### src/rtl/spi_idle_pkg.sv
package spi_idle_pkg;

    typedef enum logic [1:0] {
        SEL_IDLE  = 2'd0,
        SEL_ARMED = 2'd1,
        SEL_SHIFT = 2'd2
    } sel_state_t;

    localparam int unsigned LONG_IDLE_CYCLES  = 4096;
    localparam int unsigned SHORT_IDLE_CYCLES = 256;

endpackage

### src/rtl/spi_pin_sync.sv
module spi_pin_sync #(
    parameter int unsigned STAGES = 2
) (
    input  logic clk,
    input  logic rst_n,
    input  logic cs_n,
    input  logic sclk,
    input  logic mosi,
    output logic sel_active,
    output logic sclk_rise,
    output logic sclk_fall,
    output logic mosi_q
);
    logic [STAGES-1:0] cs_pipe;
    logic [STAGES-1:0] clk_pipe;
    logic [STAGES-1:0] dat_pipe;
    logic              clk_last;

    generate
        if (STAGES == 1) begin : g_one
            always_ff @(posedge clk or negedge rst_n) begin
                if (!rst_n) begin
                    cs_pipe  <= '1;
                    clk_pipe <= '0;
                    dat_pipe <= '0;
                end else begin
                    cs_pipe  <= cs_n;
                    clk_pipe <= sclk;
                    dat_pipe <= mosi;
                end
            end
        end else begin : g_many
            always_ff @(posedge clk or negedge rst_n) begin
                if (!rst_n) begin
                    cs_pipe  <= '1;
                    clk_pipe <= '0;
                    dat_pipe <= '0;
                end else begin
                    cs_pipe  <= {cs_pipe[STAGES-2:0], cs_n};
                    clk_pipe <= {clk_pipe[STAGES-2:0], sclk};
                    dat_pipe <= {dat_pipe[STAGES-2:0], mosi};
                end
            end
        end
    endgenerate

    always_ff @(posedge clk or negedge rst_n) begin
        if (!rst_n) clk_last <= 1'b0;
        else        clk_last <= clk_pipe[STAGES-1];
    end

    assign sel_active = ~cs_pipe[STAGES-1];
    assign sclk_rise  = clk_pipe[STAGES-1] & ~clk_last;
    assign sclk_fall  = ~clk_pipe[STAGES-1] & clk_last;
    assign mosi_q     = dat_pipe[STAGES-1];
endmodule

### src/rtl/spi_idle_timer.sv
module spi_idle_timer #(
    parameter int unsigned LONG_LIMIT  = 4096,
    parameter int unsigned SHORT_LIMIT = 256
) (
    input  logic clk,
    input  logic rst_n,
    input  logic armed,
    input  logic activity,
    input  logic use_short,
    output logic expire
);
    localparam int unsigned CW = $clog2(LONG_LIMIT);
    localparam logic [CW-1:0] LONG_END  = CW'(LONG_LIMIT - 1);
    localparam logic [CW-1:0] SHORT_END = CW'(SHORT_LIMIT - 1);

    logic [CW-1:0] count;
    logic [CW-1:0] end_val;

    assign end_val = use_short ? SHORT_END : LONG_END;

    always_ff @(posedge clk or negedge rst_n) begin
        if (!rst_n) begin
            count  <= '0;
            expire <= 1'b0;
        end else begin
            expire <= 1'b0;
            if (!armed || activity) begin
                count <= '0;
            end else if (count >= end_val) begin
                count  <= '0;
                expire <= 1'b1;
            end else begin
                count <= count + 1'b1;
            end
        end
    end
endmodule

### src/rtl/spi_byte_engine.sv
module spi_byte_engine
    import spi_idle_pkg::*;
#(
    parameter int unsigned FRAME_W = 8
) (
    input  logic               clk,
    input  logic               rst_n,
    input  logic               sel_active,
    input  logic               sclk_rise,
    input  logic               sclk_fall,
    input  logic               mosi_q,
    input  logic               idle_expire,
    input  logic [FRAME_W-1:0] tx_byte,
    output logic [FRAME_W-1:0] rx_byte,
    output logic               rx_valid,
    output logic               miso,
    output logic               miso_oe
);
    localparam int unsigned BW = (FRAME_W > 1) ? $clog2(FRAME_W) : 1;
    localparam logic [BW-1:0] LAST_BIT = BW'(FRAME_W - 1);

    sel_state_t         state, state_nx;
    logic [BW-1:0]      bit_cnt;
    logic [FRAME_W-1:0] rx_sh;
    logic [FRAME_W-1:0] tx_sh;
    logic               load_next;
    logic               last_rise;

    assign last_rise = sclk_rise && (bit_cnt == LAST_BIT);

    always_comb begin
        state_nx = state;
        unique case (state)
            SEL_IDLE:  if (sel_active) state_nx = SEL_ARMED;
            SEL_ARMED: begin
                if (!sel_active)     state_nx = SEL_IDLE;
                else if (sclk_rise)  state_nx = (FRAME_W == 1) ? SEL_ARMED : SEL_SHIFT;
            end
            SEL_SHIFT: begin
                if (!sel_active)      state_nx = SEL_IDLE;
                else if (idle_expire) state_nx = SEL_ARMED;
                else if (last_rise)   state_nx = SEL_ARMED;
            end
            default:                  state_nx = SEL_IDLE;
        endcase
    end

    always_ff @(posedge clk or negedge rst_n) begin
        if (!rst_n) state <= SEL_IDLE;
        else        state <= state_nx;
    end

    always_ff @(posedge clk or negedge rst_n) begin
        if (!rst_n) begin
            bit_cnt   <= '0;
            rx_sh     <= '0;
            tx_sh     <= '0;
            rx_byte   <= '0;
            rx_valid  <= 1'b0;
            load_next <= 1'b0;
        end else begin
            rx_valid <= 1'b0;
            if (!sel_active) begin
                bit_cnt   <= '0;
                load_next <= 1'b0;
            end else if (state == SEL_IDLE) begin
                tx_sh     <= tx_byte;
                bit_cnt   <= '0;
                load_next <= 1'b0;
            end else if (idle_expire) begin
                tx_sh     <= tx_byte;
                bit_cnt   <= '0;
                load_next <= 1'b0;
            end else begin
                if (sclk_rise) begin
                    rx_sh <= {rx_sh[FRAME_W-2:0], mosi_q};
                    if (last_rise) begin
                        rx_byte   <= {rx_sh[FRAME_W-2:0], mosi_q};
                        rx_valid  <= 1'b1;
                        bit_cnt   <= '0;
                        load_next <= 1'b1;
                    end else begin
                        bit_cnt <= bit_cnt + 1'b1;
                    end
                end
                if (sclk_fall) begin
                    if (load_next) begin
                        tx_sh     <= tx_byte;
                        load_next <= 1'b0;
                    end else begin
                        tx_sh <= {tx_sh[FRAME_W-2:0], 1'b0};
                    end
                end
            end
        end
    end

    always_comb begin
        miso_oe = (state != SEL_IDLE);
        miso    = miso_oe ? tx_sh[FRAME_W-1] : 1'b0;
    end
endmodule

### src/rtl/spi_idle_slave.sv
module spi_idle_slave
    import spi_idle_pkg::*;
#(
    parameter int unsigned FRAME_W     = 8,
    parameter int unsigned SYNC_STAGES = 2,
    parameter int unsigned LONG_LIMIT  = LONG_IDLE_CYCLES,
    parameter int unsigned SHORT_LIMIT = SHORT_IDLE_CYCLES
) (
    input  logic               clk,
    input  logic               rst_n,
    input  logic               short_timeout,
    input  logic               cs_n,
    input  logic               sclk,
    input  logic               mosi,
    output logic               miso,
    output logic               miso_oe,
    input  logic [FRAME_W-1:0] tx_byte,
    output logic [FRAME_W-1:0] rx_byte,
    output logic               rx_valid,
    output logic               link_reset
);
    logic sel_active;
    logic sclk_rise;
    logic sclk_fall;
    logic mosi_q;
    logic idle_expire;

    spi_pin_sync #(.STAGES(SYNC_STAGES)) u_sync (
        .clk        (clk),
        .rst_n      (rst_n),
        .cs_n       (cs_n),
        .sclk       (sclk),
        .mosi       (mosi),
        .sel_active (sel_active),
        .sclk_rise  (sclk_rise),
        .sclk_fall  (sclk_fall),
        .mosi_q     (mosi_q)
    );

    spi_idle_timer #(.LONG_LIMIT(LONG_LIMIT), .SHORT_LIMIT(SHORT_LIMIT)) u_timer (
        .clk       (clk),
        .rst_n     (rst_n),
        .armed     (sel_active),
        .activity  (sclk_rise | sclk_fall),
        .use_short (short_timeout),
        .expire    (idle_expire)
    );

    spi_byte_engine #(.FRAME_W(FRAME_W)) u_engine (
        .clk         (clk),
        .rst_n       (rst_n),
        .sel_active  (sel_active),
        .sclk_rise   (sclk_rise),
        .sclk_fall   (sclk_fall),
        .mosi_q      (mosi_q),
        .idle_expire (idle_expire),
        .tx_byte     (tx_byte),
        .rx_byte     (rx_byte),
        .rx_valid    (rx_valid),
        .miso        (miso),
        .miso_oe     (miso_oe)
    );

    assign link_reset = idle_expire;
endmodule

### config.mk
export PLATFORM = sky130hd
export DESIGN_NAME = spi_idle_slave
export DESIGN_NICKNAME = d
export VERILOG_FILES = /design/src/rtl/spi_idle_pkg.sv /design/src/rtl/spi_pin_sync.sv /design/src/rtl/spi_idle_timer.sv /design/src/rtl/spi_byte_engine.sv /design/src/rtl/spi_idle_slave.sv
export SDC_FILE = /design/constraint.sdc
export NUM_CORES = 1
export LEC_CHECK = 0
export BUFFER_PORTS_ARGS = -buffer_cell sky130_fd_sc_hd__clkbuf_2
export CELL_PAD_IN_SITES_DETAIL_PLACEMENT = 0
export CELL_PAD_IN_SITES_GLOBAL_PLACEMENT = 1
export CORE_ASPECT_RATIO = 0.7
export CORE_MARGIN = 2
export CORE_UTILIZATION = 49
export DETAILED_ROUTE_END_ITERATION = 10
export GPL_TIMING_DRIVEN = 0
export PLACE_DENSITY_LB_ADDON = 0.1
export SLEW_MARGIN = 25
export SYNTH_ARGS = -nofsm -noshare
export SYNTH_HDL_FRONTEND = slang
export SYNTH_HIERARCHICAL = 1
export SYNTH_SLANG_ARGS = --single-unit
### constraint.sdc
create_clock -name clk -period 5.15 [get_ports clk]
set_input_delay 0.7725 -clock clk [delete_from_list [all_inputs] [get_ports clk]]
set_output_delay 0.7725 -clock clk [all_outputs]
set_load 0.03 [all_outputs]
==> results by group <==
Logic synthesis
  – Distinct cells, synth: 36
  – Synth Cell Area: ~0.0022 sq mm
  – Post-Syn Area per Cell: 12.1 sq um
  – Syn Inst Count: 180
  – Synthesized flop and latch total: 50
  – Share of Yosys cell area claimed by the top area cell type: between 50% and 60%
  – Post-synth top area cell: dfrtp_1
  – Synth top area cells: dfrtp_1 (55%), mux2_2 (8.3%), mux2i_1 (4.1%), ha_1 (4.0%), nor2_1 (3.8%)
  – Synth warn: 6
  – Mapped Nets: around 200
  – Seq/Total Area, Yosys: between 50 and 60%

Clock network
  – Clk_lat worst skew: approximately 300 ps
  – H-tree depth: 2
  – Postcts setup bufs: 0
  – TritonCTS clock tree: built
  – Clock transition at path regs: 80 ps
  – Clock sinks: 50
  – Clock Path Buffers: 2
  – Post-CTS Resized: 0
  – Root Driver: clkbuf_8
  – # hold bufs at CTS: 0
  – CTS Buf Count: 5

Floorplan
  – Die W: about 84 um
  – # IOs: 26
  – Initial Util: between 50 and 60%
  – Placeable Area: 0.00430 sq mm
  – Die area: approximately 0.005 sq mm
  – Chip height: around 60 um
  – Core Rows: 20

Worst setup path
  – Crit path arrival time: ~1500 ps
  – Kind of critical path: reg2out
  – Worst path required time: 4380 ps
  – Reg-to-Reg Start: u_sync/clk_pipe[1]
  – Type of origin of the critical path: register
  – R2R cell count: 6
  – Worst reg-to-reg setup slack: between 3000 and 4000 ps
  – Crit end category: output port
  – Worst R2R End: u_timer/count[3]
  – Peak fanout along the critical path: 5

Routing
  – Number of remaining DRC errors: 0
  – ANT nets after route: 0
  – Vias per cell: between 5 and 6
  – Drt first pass iters: 4
  – WL final: 3500 um
  – WL per Instance: 13.1 um
  – Starting DRT DRC Count: 63
  – Via count: approximately 1400

Timing
  – Crit path time final: 2240 ps
  – Tcrit/Tclk final: 43.6%
  – Hold Violations, Final: 0
  – Hold Slack: approximately 350 ps
  – Slew HR: 48.6%
  – Fin Setup TNS: 0 ps
  – Fmax: roughly 450 MHz
  – Worst slew pin tran: 767 ps
  – Finish-stage setup viols: 0
  – RSZ-0062 raised after global routing: no
  – Skew final: ~11 ps
  – Fin. max-slew vios: 0

Layout
  – Fillcell total: 353
  – Net count, final: around 230
  – # diodes: 0
  – Most common cell after layout, fill and taps aside: dfrtp_1
  – Area grow syn2layout: 14.1%
  – Layout cells sized above 1: 29.1%
  – Most frequent cells in the layout: dfrtp_1 (48), clkbuf_2 (24), nor2_1 (22)

Flow run
  – Number of max-cap violations: 0

Global route
  – Initial antenna violation count: 0
  – Largest net degree at the start of global routing: 51
  – Total grt overflow: 0
  – First-pass GRT wire length: 6000 um
  – Vias in the first global route: roughly 1300
  – All-layer global routing usage: 15.6%

Pwr
  – Sw Pwr: 0.188 mW
  – Power per cell area: 320 mW/mm^2
  – Clock share of power: 34.1%
  – Sw frac: a little under a quarter
  – Cell Int Power: roughly 0.6 mW
  – Lkg Pwr: around 1.2 nW
  – Logic pwr share: about a tenth
  – Sequential Power Share: 56.1%
  – Max IR drop VDD: around 0.19 mV

Outcome
  – Outcome: complete, no violations

Min path
  – Cells on Worst Hold Path: 0
  – Min-delay worst type: reg2reg
  – Worst hold start: u_sync/dat_pipe[0]
  – Min-Delay Endpoint: u_sync/dat_pipe[1]

Place
  – Gpl congestion: roughly 0.72
  – Port-buffer cells: 25
  – Hpwl dp: about 2600 um
## power groups by stage
stage / logic (mW) / clock network [mW] / registers (mW)
2_1_floorplan: 0.0552 / 0 / 0.448
3_3_place_gp: 0.0761 / 0 / 0.452
3_5_place_dp: 0.0797 / 0 / 0.455
4_1_cts: 0.0798 / 0.281 / 0.447
5_1_grt: 0.0888 / 0.296 / 0.452
6_report: 0.0784 / 0.272 / 0.447
## logic make-up (layout without fill, tap and decap cells)
kind of cell	Yosys count	after routing	share of synthesized area (%)
and+or+nand+nor	64	64	16.3
DFF	50	50	57.4
muxes	25	25	12.4
AOI/OAI and AO/OA	16	16	4.01
xor gates and xnor gates	10	10	4.01
buffers and inverters	8	41	1.89
adders and majority gates	7	7	4.01
## synthesized netlist by cell type
| master | n |
|---|---|
| buf_6 | 1 |
| buf_2 | 3 |
| and4_2 | 1 |
| a21o_1 | 1 |
| and2b_2 | 2 |
| nand2_1 | 15 |
| nand4b_1 | 1 |
| xor2_1 | 5 |
| nand2b_1 | 3 |
| nand4_2 | 1 |
| or2_1 | 1 |
| nor4_2 | 1 |
| o31ai_1 | 1 |
| dfstp_2 | 2 |
| a21oi_1 | 4 |
| and3_1 | 2 |
| mux2_2 | 16 |
| nor3b_1 | 1 |
| nand3b_1 | 2 |
| nor2_1 | 22 |
| nand4_1 | 2 |
| nand3_1 | 3 |
| nor2b_1 | 1 |
| mux2i_1 | 9 |
| o21a_1 | 1 |
| ha_1 | 7 |
| xnor2_1 | 5 |
| nor2_8 | 1 |
| dfrtp_1 | 48 |
| or3b_1 | 1 |
| and2_1 | 1 |
| or4_4 | 1 |
| nor3_2 | 1 |
| nor3_1 | 1 |
| o21ai_0 | 9 |
| inv_1 | 4 |
## worst max-delay path by stage
stage	startpoint	endpoint
finish	u_engine/state[1]	miso
global route	u_engine/state[1]	miso
CTS	u_engine/state[1]	miso
detailed placement	short_timeout	u_timer/count[10]
global placement	short_timeout	u_timer/count[3]
floorplan	short_timeout	u_timer/count[10]
## registers in the layout, summed over array words and instances, names as in the netlist
| signal | flops |
|---|---|
| u_engine/rx_valid | 1 |
| u_engine/bit_cnt | 3 |
| u_engine/load_next | 1 |
| u_sync/cs_pipe | 2 |
| u_engine/rx_sh | 7 |
| u_sync/clk_pipe | 2 |
| u_timer/count | 12 |
| u_engine/tx_sh | 8 |
| u_engine/rx_byte | 8 |
| u_timer/expire | 1 |
| u_engine/state | 2 |
| u_sync/dat_pipe | 2 |
| u_sync/clk_last | 1 |
## worst max-delay path: stages (launching register included)
cell      delay, ps
dfrtp_1         410
nor2_1          330
and2b_2         260
clkbuf_2        170
## routing by layer
layer | routed length, um | global-route usage, % | vias to the layer above | share of wire [%]
met5 | 0 | 0 | - | 0
met4 | 46 | 5.53 | 0 | 1.3
met3 | 176 | 5.25 | 7 | 5.0
met2 | 1440 | 22.3 | 21 | 41
met1 | 1840 | 22.4 | 673 | 53
li1 | - | - | 682 | -
## final cells by class
cell class,instances,area [sq um],share of cell area [%]
clock buffers,6,72.6,2.91
multi-input cells,122,888,35.7
flip-flops and latches,50,1250,50.3
inverters,4,15.0,0.603
well taps,55,68.8,2.76
repair buffers,25,128,5.12
clock inverters,2,38.8,1.56
plain buffers,4,26.3,1.05
## stage by stage
stage	power [mW]	util [%]	instances	worst slack, ps	instance area, sq um
2_1_floorplan	0.503	-	180	3080	2180
3_3_place_gp	0.528	55.2	260	2870	2380
3_5_place_dp	0.534	55.3	260	2830	2380
4_1_cts	0.807	57.9	268	2930	2490
5_1_grt	0.836	57.9	268	2860	2490
6_report	0.797	57.9	268	2910	2490
Note: power is estimated with default switching activity, not from simulation.
